[config.mk]
export PLATFORM = sky130hd
export DESIGN_NAME = nc_region_decoder
export DESIGN_NICKNAME = d
export VERILOG_FILES = /design/src/rtl/ncr_pkg.sv /design/src/rtl/ncr_cfg_regs.sv /design/src/rtl/ncr_region_match.sv /design/src/rtl/ncr_fixed_windows.sv /design/src/rtl/nc_region_decoder.sv
export SDC_FILE = /design/constraint.sdc
export NUM_CORES = 1
export LEC_CHECK = 0
export ABC_CLOCK_PERIOD_IN_PS = 7200
export CAP_MARGIN = 40
export CORE_MARGIN = 2
export CORE_UTILIZATION = 45
export CTS_CLUSTER_SIZE = 30
export DETAILED_ROUTE_END_ITERATION = 8
export HOLD_SLACK_MARGIN = 0.1
export PLACE_DENSITY = 0.73
export SLEW_MARGIN = 0
export SYNTH_ARGS = -nofsm -noshare
export SYNTH_HDL_FRONTEND = slang
export SYNTH_HIERARCHICAL = 1
export SYNTH_SLANG_ARGS = --single-unit
[constraint.sdc]
create_clock -name clk -period 7.2 [get_ports clk]
set_clock_uncertainty 0.15 [all_clocks]
set_input_delay 0.72 -clock clk [delete_from_list [all_inputs] [get_ports clk]]
set_output_delay 0.72 -clock clk [all_outputs]
set_load 0.01 [all_outputs]
[src/rtl/ncr_pkg.sv]
package ncr_pkg;
    localparam int ADDR_W     = 32;
    localparam int IDX_W      = 8;
    localparam int BYTE_W     = 8;
    localparam int N_REGION   = 4;
    localparam int DESC_BYTES = 3;
    localparam int DESC_W     = DESC_BYTES * BYTE_W;
    localparam int PAGE_SHIFT = 12;
    localparam int CODE_W     = 4;

    localparam logic [IDX_W-1:0] IDX_CTL_A     = 8'hC0;
    localparam logic [IDX_W-1:0] IDX_CTL_B     = 8'hC1;
    localparam int               IDX_DESC_BASE = 8'hC4;

    localparam logic [BYTE_W-1:0] RD_UNDEF = 8'hFF;

    localparam logic [CODE_W-1:0] CODE_OFF  = 4'd0;
    localparam logic [CODE_W-1:0] CODE_FULL = 4'd15;
endpackage

[src/rtl/ncr_cfg_regs.sv]
module ncr_cfg_regs
    import ncr_pkg::*;
#(
    parameter int NREG = N_REGION
) (
    input  logic                   clk,
    input  logic                   rst_n,
    input  logic [IDX_W-1:0]       cfg_idx,
    input  logic                   cfg_wr_en,
    input  logic [BYTE_W-1:0]      cfg_wdata,
    output logic [BYTE_W-1:0]      cfg_rdata,
    output logic [BYTE_W-1:0]      ctl_a,
    output logic [NREG*DESC_W-1:0] desc_flat
);
    logic [BYTE_W-1:0] ctl_a_q;
    logic              ctl_b_q;
    logic [NREG-1:0][DESC_BYTES-1:0][BYTE_W-1:0] desc_q;

    function automatic logic [IDX_W-1:0] byte_idx(input int k, input int j);
        return IDX_W'(IDX_DESC_BASE + DESC_BYTES * k + j);
    endfunction

    always_ff @(posedge clk or negedge rst_n) begin
        if (!rst_n) begin
            ctl_a_q <= '0;
            ctl_b_q <= 1'b0;
            desc_q  <= '0;
        end else if (cfg_wr_en) begin
            if (cfg_idx == IDX_CTL_A) ctl_a_q <= cfg_wdata;
            if (cfg_idx == IDX_CTL_B) ctl_b_q <= cfg_wdata[0];
            for (int k = 0; k < NREG; k++) begin
                for (int j = 0; j < DESC_BYTES; j++) begin
                    if (cfg_idx == byte_idx(k, j)) desc_q[k][j] <= cfg_wdata;
                end
            end
        end
    end

    always_comb begin
        cfg_rdata = RD_UNDEF;
        if (cfg_idx == IDX_CTL_A) cfg_rdata = ctl_a_q;
        if (cfg_idx == IDX_CTL_B) cfg_rdata = {{(BYTE_W-1){1'b0}}, ctl_b_q};
        for (int k = 0; k < NREG; k++) begin
            for (int j = 0; j < DESC_BYTES; j++) begin
                if (cfg_idx == byte_idx(k, j)) cfg_rdata = desc_q[k][j];
            end
        end
    end

    assign ctl_a = ctl_a_q;

    // byte 0 lands in the most significant position of each descriptor
    for (genvar k = 0; k < NREG; k++) begin : g_pack
        assign desc_flat[k*DESC_W +: DESC_W] = {desc_q[k][0], desc_q[k][1], desc_q[k][2]};
    end
endmodule

[src/rtl/ncr_region_match.sv]
module ncr_region_match
    import ncr_pkg::*;
#(
    parameter int AW = ADDR_W,
    parameter int PS = PAGE_SHIFT
) (
    input  logic [DESC_W-1:0] desc,
    input  logic [AW-1:0]     addr,
    output logic              hit
);
    localparam int START_W = AW - PS;

    logic [CODE_W-1:0] code;
    logic [AW-1:0]     start;
    logic [AW-1:0]     care;

    assign code  = desc[CODE_W-1:0];
    assign start = {desc[DESC_W-1 -: START_W], {PS{1'b0}}};

    // code n covers 2^(n+PS-1) bytes: only bits at or above that boundary compare
    always_comb begin
        for (int b = 0; b < AW; b++) begin
            care[b] = (code != CODE_FULL) && (b >= int'(code) + PS - 1);
        end
    end

    assign hit = (code != CODE_OFF) && (((addr ^ start) & care) == '0);
endmodule

[src/rtl/ncr_fixed_windows.sv]
module ncr_fixed_windows
    import ncr_pkg::*;
#(
    parameter int               AW       = ADDR_W,
    parameter int               MB_SHIFT = 20,
    parameter int               BLK_BITS = 4,
    parameter logic [19:0]      HOLE_LO  = 20'hA0000
) (
    input  logic [1:0]    win_en,
    input  logic [AW-1:0] addr,
    output logic          hit
);
    logic low_blk_hit;
    logic hole_hit;

    assign low_blk_hit = win_en[0] && (addr[MB_SHIFT-1 -: BLK_BITS] == '0);
    assign hole_hit    = win_en[1] && (addr[AW-1:MB_SHIFT] == '0)
                         && (addr[MB_SHIFT-1:0] >= HOLE_LO);
    assign hit = low_blk_hit || hole_hit;
endmodule

[src/rtl/nc_region_decoder.sv]
module nc_region_decoder
    import ncr_pkg::*;
(
    input  logic              clk,
    input  logic              rst_n,
    input  logic [IDX_W-1:0]  cfg_idx,
    input  logic              cfg_wr_en,
    input  logic [BYTE_W-1:0] cfg_wdata,
    output logic [BYTE_W-1:0] cfg_rdata,
    input  logic [ADDR_W-1:0] addr_in,
    output logic              nc_flag
);
    logic [BYTE_W-1:0]          ctl_a;
    logic [N_REGION*DESC_W-1:0] desc_flat;
    logic [N_REGION-1:0]        region_hit;
    logic                       window_hit;
    logic                       nc_d;

    ncr_cfg_regs #(.NREG(N_REGION)) u_regs (
        .clk       (clk),
        .rst_n     (rst_n),
        .cfg_idx   (cfg_idx),
        .cfg_wr_en (cfg_wr_en),
        .cfg_wdata (cfg_wdata),
        .cfg_rdata (cfg_rdata),
        .ctl_a     (ctl_a),
        .desc_flat (desc_flat)
    );

    for (genvar k = 0; k < N_REGION; k++) begin : g_region
        ncr_region_match #(.AW(ADDR_W), .PS(PAGE_SHIFT)) u_match (
            .desc (desc_flat[k*DESC_W +: DESC_W]),
            .addr (addr_in),
            .hit  (region_hit[k])
        );
    end

    ncr_fixed_windows #(.AW(ADDR_W)) u_win (
        .win_en (ctl_a[1:0]),
        .addr   (addr_in),
        .hit    (window_hit)
    );

    assign nc_d = (|region_hit) || window_hit;

    always_ff @(posedge clk or negedge rst_n) begin
        if (!rst_n) nc_flag <= 1'b0;
        else        nc_flag <= nc_d;
    end
endmodule

==> metrics.txt, run 1 <==
Cell Pwr Density=157 nW/um^2; final slew viol count=0; leading cell types by total area after synthesis=dfrtp_1, mux2_2, ha_1, xor2_1, o21ai_0; post-synthesis register bit count=106; later-pin clock latency in the skew report=~0.35 ns; Post-Place Worst Slack=approximately 2.9 ns; first-pass GRT wire length=47800 microns; WL met1=13500 microns; max-cap violations=0; dpl cells=~1300; vias in the first global route=about 8000; asr flop ratio synth=1.00; Residual DRC=0; Top Metal Used=met4; WHS=0.110 ns; H-tree levels=3; share of the synthesized area in the top cell type=0.287; total gr overflow=0; Fmax achieved=~220 MHz; Worst EP required=between 6 and 7 ns; VDD IR max=0.000130 V; post-route minimum period=between 4 and 5 ns; TritonCTS clock tree=done; clock buffer depth=2; drt first pass iters=6; Synthesis Warnings=6; Final setup viols=0; drt wl/cell=24.0 microns; GRT Total Usage=0.287; TritonCTS Buffers=9; Multi-input gate area=about 6300 sq um; Resized cells post-CTS=0; fraction of layout cells with a size suffix above 1=0.184; syn_nets=1085; final std cells w/o fill=between 1000 and 1500; fin crit share=0.618; FP Rows=52; Yosys cell types=80; met2 WL=roughly 14000 microns; I/O Buffers=59; FILL cells=1921; final hold viol count=0; boundary pin count=60; top post-synthesis cells by count=mux2_2, dfrtp_1, nand2_1; status=complete, no violations; Die Wd=147 microns; Seq/Total Area, Yosys=0.287; Post-Syn Instances=994; dominant cell type by area after synthesis=dfrtp_1; pin count of the biggest net entering global routing=between 60 and 70; Synth Area per Inst=9.30 sq um; Mapped Area=9240 sq um; setup bufs post-CTS=0; antenna cells=0; dominant cell by count in the synthesized netlist=mux2_2; core area=slightly above 20000 sq um; wirelength, routed=31300 microns; full die area=21700 sq um; Hold Path Class=input port to asynchronous set/reset pin; Arr. time, crit path=3.58 ns; Layout Nets=roughly 1100; crit start category=input port; ys flop type=dfrtp_1; initial antenna violation count=0; hold_buf cts=0; Starting Density=0.458; crit-path max FO=17; critical path class=input port to output port; global placement routability congestion=1.05; RSZ-0062 raised after global routing=no; routed via count=roughly 8400; number of DRC markers in iteration 0=approximately 1000; die height=147 microns; detailed placer's ending HPWL=24300 microns; Worst Tran Pin Value=0.909 ns; clk slew on worst S/H paths=0.07 ns; clk root buf=clkbuf_16; setup_tns=0 ns; routed length on met3=2720 microns; ANT nets after route=0; vias per cell=6.42; Leak Pwr=4.32 nW; storage element area=2650 sq um; CP endpoint kind=output port; clock sink count=106; Area growth, synth to finish=11.2%; Final WS setup=2.75 ns; worst rel slew slack=0.392; Post-synth EDFFs=0
-- cell usage in the layout (no fill, tap or decap), types with 22 or more instances in the layout --
cell type        synthesis  layout
xnor2_1                 40      40
clkdlybuf4s50_1          0      57
xor2_1                  48      48
inv_1                   31      31
mux2_2                 109     109
dfrtp_1                106     106
nand2_1                 89      89
nor2_1                  55      55
o21ai_0                 72      72
mux2i_1                 22      22
a21oi_1                 61      61
ha_1                    40      40
-- worst paths after layout --
path	start	to	slack (ns)	depth (start not counted)
max	cfg_idx[3]	cfg_rdata[5]	2.75	7
min	rst_n	u_regs/desc_flat[91]	0.11	1
max reg2reg	u_regs/desc_flat[24]	nc_flag	3.34	12
min reg2reg	u_regs/ctl_a[6]	u_regs/ctl_a[6]	0.38	1
max in group asynchronous	rst_n	u_regs/ctl_a[1]	5.82	3
min in group clk	u_regs/ctl_a[6]	u_regs/ctl_a[6]	0.38	1
-- routing by layer --
layer / track usage / vias up
met5: 0 / -
met4: 0.117 / 0
met3: 0.0643 / 101
met2: 0.437 / 472
met1: 0.395 / 4066
li1: - / 3744
-- where the power goes --
group / internal (mW) / total, mW / switching (mW)
logic: 0.197 / 0.486 / 0.288
clock network: 0.242 / 0.453 / 0.211
registers: 0.623 / 0.675 / 0.0523
total: 1.06 / 1.61 / 0.551
-- worst max-delay path: stages --
cell	delay (ns)
clkdlybuf4s50_1	0.96
inv_1	0.21
nor4_4	0.46
o21ai_0	0.17
a41oi_1	0.36
o21ai_0	0.18
clkdlybuf4s50_1	0.50
-- state kept, by name, summed over array words and instances (netlist names) --
| signal | count |
|---|---|
| nc_flag | 1 |
| u_regs/ctl_b_q | 1 |
| u_regs/desc_flat | 96 |
| u_regs/ctl_a | 8 |
-- per-stage QoR --
stage                     utilization  power, mW  area, sq um
after CTS                       0.509       1.60        10300
final                           0.509       1.61        10300
after detailed placement        0.496       1.15        10000
after global placement          0.494       1.15         9960
after floorplan                     -      0.984         9240
after global routing            0.509       1.68        10300
-- area by class of cell --
cell class              instances  area share
clock inverters                 4     0.00280
well taps                     270      0.0329
repair buffers                 63      0.0624
flip-flops and latches        106       0.258
clock buffers                  11      0.0236
multi-input cells             820       0.608
inverters                      32      0.0117
-- kinds of logic (layout without fill, tap and decap cells) --
logic type               count (synthesis)  count (layout)  synth area share
XOR/XNOR                                92              92            0.0904
flip-flops                             106             106             0.287
buffers and inverters                   68             110            0.0367
adder cells (fa/ha/maj)                 40              40            0.0541
AND/OR/NAND/NOR                        308             308             0.196
AO/OA/AOI/OAI                          240             240             0.164
multiplexers                           140             140             0.172
Power figures use the tool's default switching activity.
==> inputs of run 2 (changes only) <==
--- a/config.mk
+++ b/config.mk
@@ -5,7 +5,7 @@
 export SDC_FILE = /design/constraint.sdc
 export NUM_CORES = 1
 export LEC_CHECK = 0
-export ABC_CLOCK_PERIOD_IN_PS = 7200
+export ABC_CLOCK_PERIOD_IN_PS = 4650
 export CAP_MARGIN = 40
 export CORE_MARGIN = 2
 export CORE_UTILIZATION = 45
==> constraint.sdc (replaced) <==
create_clock -name clk -period 4.65 [get_ports clk]
set_clock_uncertainty 0.15 [all_clocks]
set_input_delay 0.465 -clock clk [delete_from_list [all_inputs] [get_ports clk]]
set_output_delay 0.465 -clock clk [all_outputs]
set_load 0.01 [all_outputs]
==> run 2 against run 1 <==
Sequential share of layout area shrank 0.32 points. Final cell count grew 1.1%. Core utilization grew 0.64 points. Routed wire length grew 4.2%. Sequential power grew 53%. Clock power grew 70%. Highest routed layer unchanged. Combinational power grew 62%. Cell area grew 1.3%. Clock-buffer cell count shrank 1. Critical path type unchanged. Register-to-register slack lost 2.3 ns.
==> metrics.txt, run 2 (synthesized netlist as in run 1, its figures left out) <==
status=complete, no violations (unchanged); WHS=0.359 ns (was 0.110 ns); crit-path max FO=17 (unchanged); total gr overflow=0 (unchanged); Die Wd=147 microns (unchanged); most common cell after layout, fill and taps aside=mux2_2 (unchanged); initial antenna violation count=0 (unchanged); Layout Nets=1136 (was 1123); routed via count=8491 (was 8383); fraction of layout cells with a size suffix above 1=0.194 (was 0.184); drt wl/cell=24.7 microns (was 24.0 microns); CP endpoint kind=output port (unchanged); vias per cell=6.43 (was 6.42); max-cap violations=0 (unchanged); Leak Pwr=4.39 nW (was 4.32 nW); setup_tns=0 ns (unchanged); utilization after layout=0.516 (was 0.509); Area growth, synth to finish=12.5% (was 11.2%); H-tree levels=3 (unchanged); setup bufs post-CTS=0 (unchanged); final slew viol count=0 (unchanged); FILL cells=1907 (was 1921); number of DRC markers in iteration 0=1093 (was 1012); Cell Pwr Density=249 nW/um^2 (was 157 nW/um^2); first-pass GRT wire length=49100 microns (was 47800 microns); Worst Tran Pin Value=0.924 ns (was 0.909 ns); FP Rows=52 (unchanged); clk root buf=clkbuf_16 (unchanged); ANT nets after route=0 (unchanged); clock buffer depth=2 (unchanged); clock sink count=106 (unchanged); detailed placer's ending HPWL=25000 microns (was 24300 microns); vias in the first global route=8121 (was 8049); wirelength, routed=32600 microns (was 31300 microns); clk slew on worst S/H paths=0.07 ns (about the same); boundary pin count=60 (unchanged); critical path class=input port to output port (unchanged); Arr. time, crit path=3.19 ns (was 3.58 ns); TritonCTS Buffers=9 (unchanged); RSZ-0062 raised after global routing=no (unchanged); full die area=21700 sq um (unchanged); TritonCTS clock tree=done (unchanged); Hold Path Class=flip-flop to flip-flop (was input port to asynchronous set/reset pin); worst rel slew slack=0.382 (was 0.392); Resized cells post-CTS=0 (unchanged); post-route minimum period=3.80 ns; Fmax achieved=263 MHz; global placement routability congestion=1.03 (was 1.05); max reg flops=96 (unchanged); later-pin clock latency in the skew report=0.35 ns (about the same); Residual DRC=0 (unchanged); fin crit share=0.818; final hold viol count=0 (unchanged); die height=147 microns (unchanged); antenna cells=0 (unchanged); drt first pass iters=7 (was 6); I/O Buffers=59 (unchanged); crit start category=input port (unchanged); VDD IR max=0.000186 V (was 0.000130 V); most frequent cells in the layout=mux2_2, dfrtp_1, nand2_1, o21ai_0, a21oi_1 (unchanged); GRT Total Usage=0.295 (was 0.287); Starting Density=0.458 (unchanged); Worst EP required=4.03 ns (was 6.33 ns); core area=20200 sq um (unchanged); Final setup viols=0 (unchanged); pin count of the biggest net entering global routing=51 (was 67)
-- run 2: cell count changes in the layout (fill, tap and decap cells not counted), sizes merged --
cell / change
buf: +12
bufinv: +1
clkbuf: -1
clkinv: -1
clkinvlp: +1
dlygate4sd3: +1
inv: +1
-- run 2: area by class of cell --
| type | count | area [sq um] | area share |
|---|---|---|---|
| inverter | 32 | 120 | 0.0115 |
| clock inverter | 6 | 66.3 | 0.00637 |
| sequential | 106 | 2650 | 0.255 |
| tap | 270 | 338 | 0.0325 |
| timing repair buffer | 76 | 746 | 0.0717 |
| clock buffer | 10 | 229 | 0.0220 |
| multi-input combinational | 820 | 6250 | 0.601 |
-- run 2: worst paths after layout --
check	slack, ns	startpoint	depth (start not counted)	end
setup / recovery	0.85	cfg_idx[3]	7	cfg_rdata[2]
hold / removal	0.36	u_regs/ctl_b_q	1	u_regs/ctl_b_q
setup reg to reg	1.07	u_regs/desc_flat[73]	12	nc_flag
hold reg to reg	0.36	u_regs/ctl_b_q	1	u_regs/ctl_b_q
max in group asynchronous	2.84	rst_n	4	u_regs/desc_flat[40]
min in group asynchronous	0.38	rst_n	2	u_regs/desc_flat[90]
-- run 2: where the power goes --
part           internal [mW]  switching, mW  total [mW]
Combinational          0.316          0.471       0.787
Clock                  0.419          0.352       0.771
Sequential             0.964         0.0675        1.03
-- run 2: layer usage --
layer,track usage,wire [microns]
met1,0.431,14600
met2,0.436,13900
met3,0.0491,2710
met4,0.119,1400
met5,0,0
-- run 2: timing repair --
item	4_1_cts	5_1_grt
hold endpoints to repair	17	0
setup endpoints to repair	0	0
hold buffers	1	0
-- run 2: worst max-delay path: stages --
cell             delay, ns
clkdlybuf4s50_1       0.90
nand2_1               0.28
nor2_1                0.30
nand2_1               0.26
o21ai_0               0.29
a31o_1                0.14
clkdlybuf4s50_1       0.54
-- run 2: through the flow --
stage	total power [mW]	worst slack, ns	cell area, sq um	std cells
final	2.59	0.846	10400	1320
after global placement	1.80	0.949	10000	1300
after detailed placement	1.81	0.889	10100	1303
after CTS	2.57	0.876	10400	1320
after global routing	2.69	0.616	10400	1320
after floorplan	1.52	1.55	9240	994
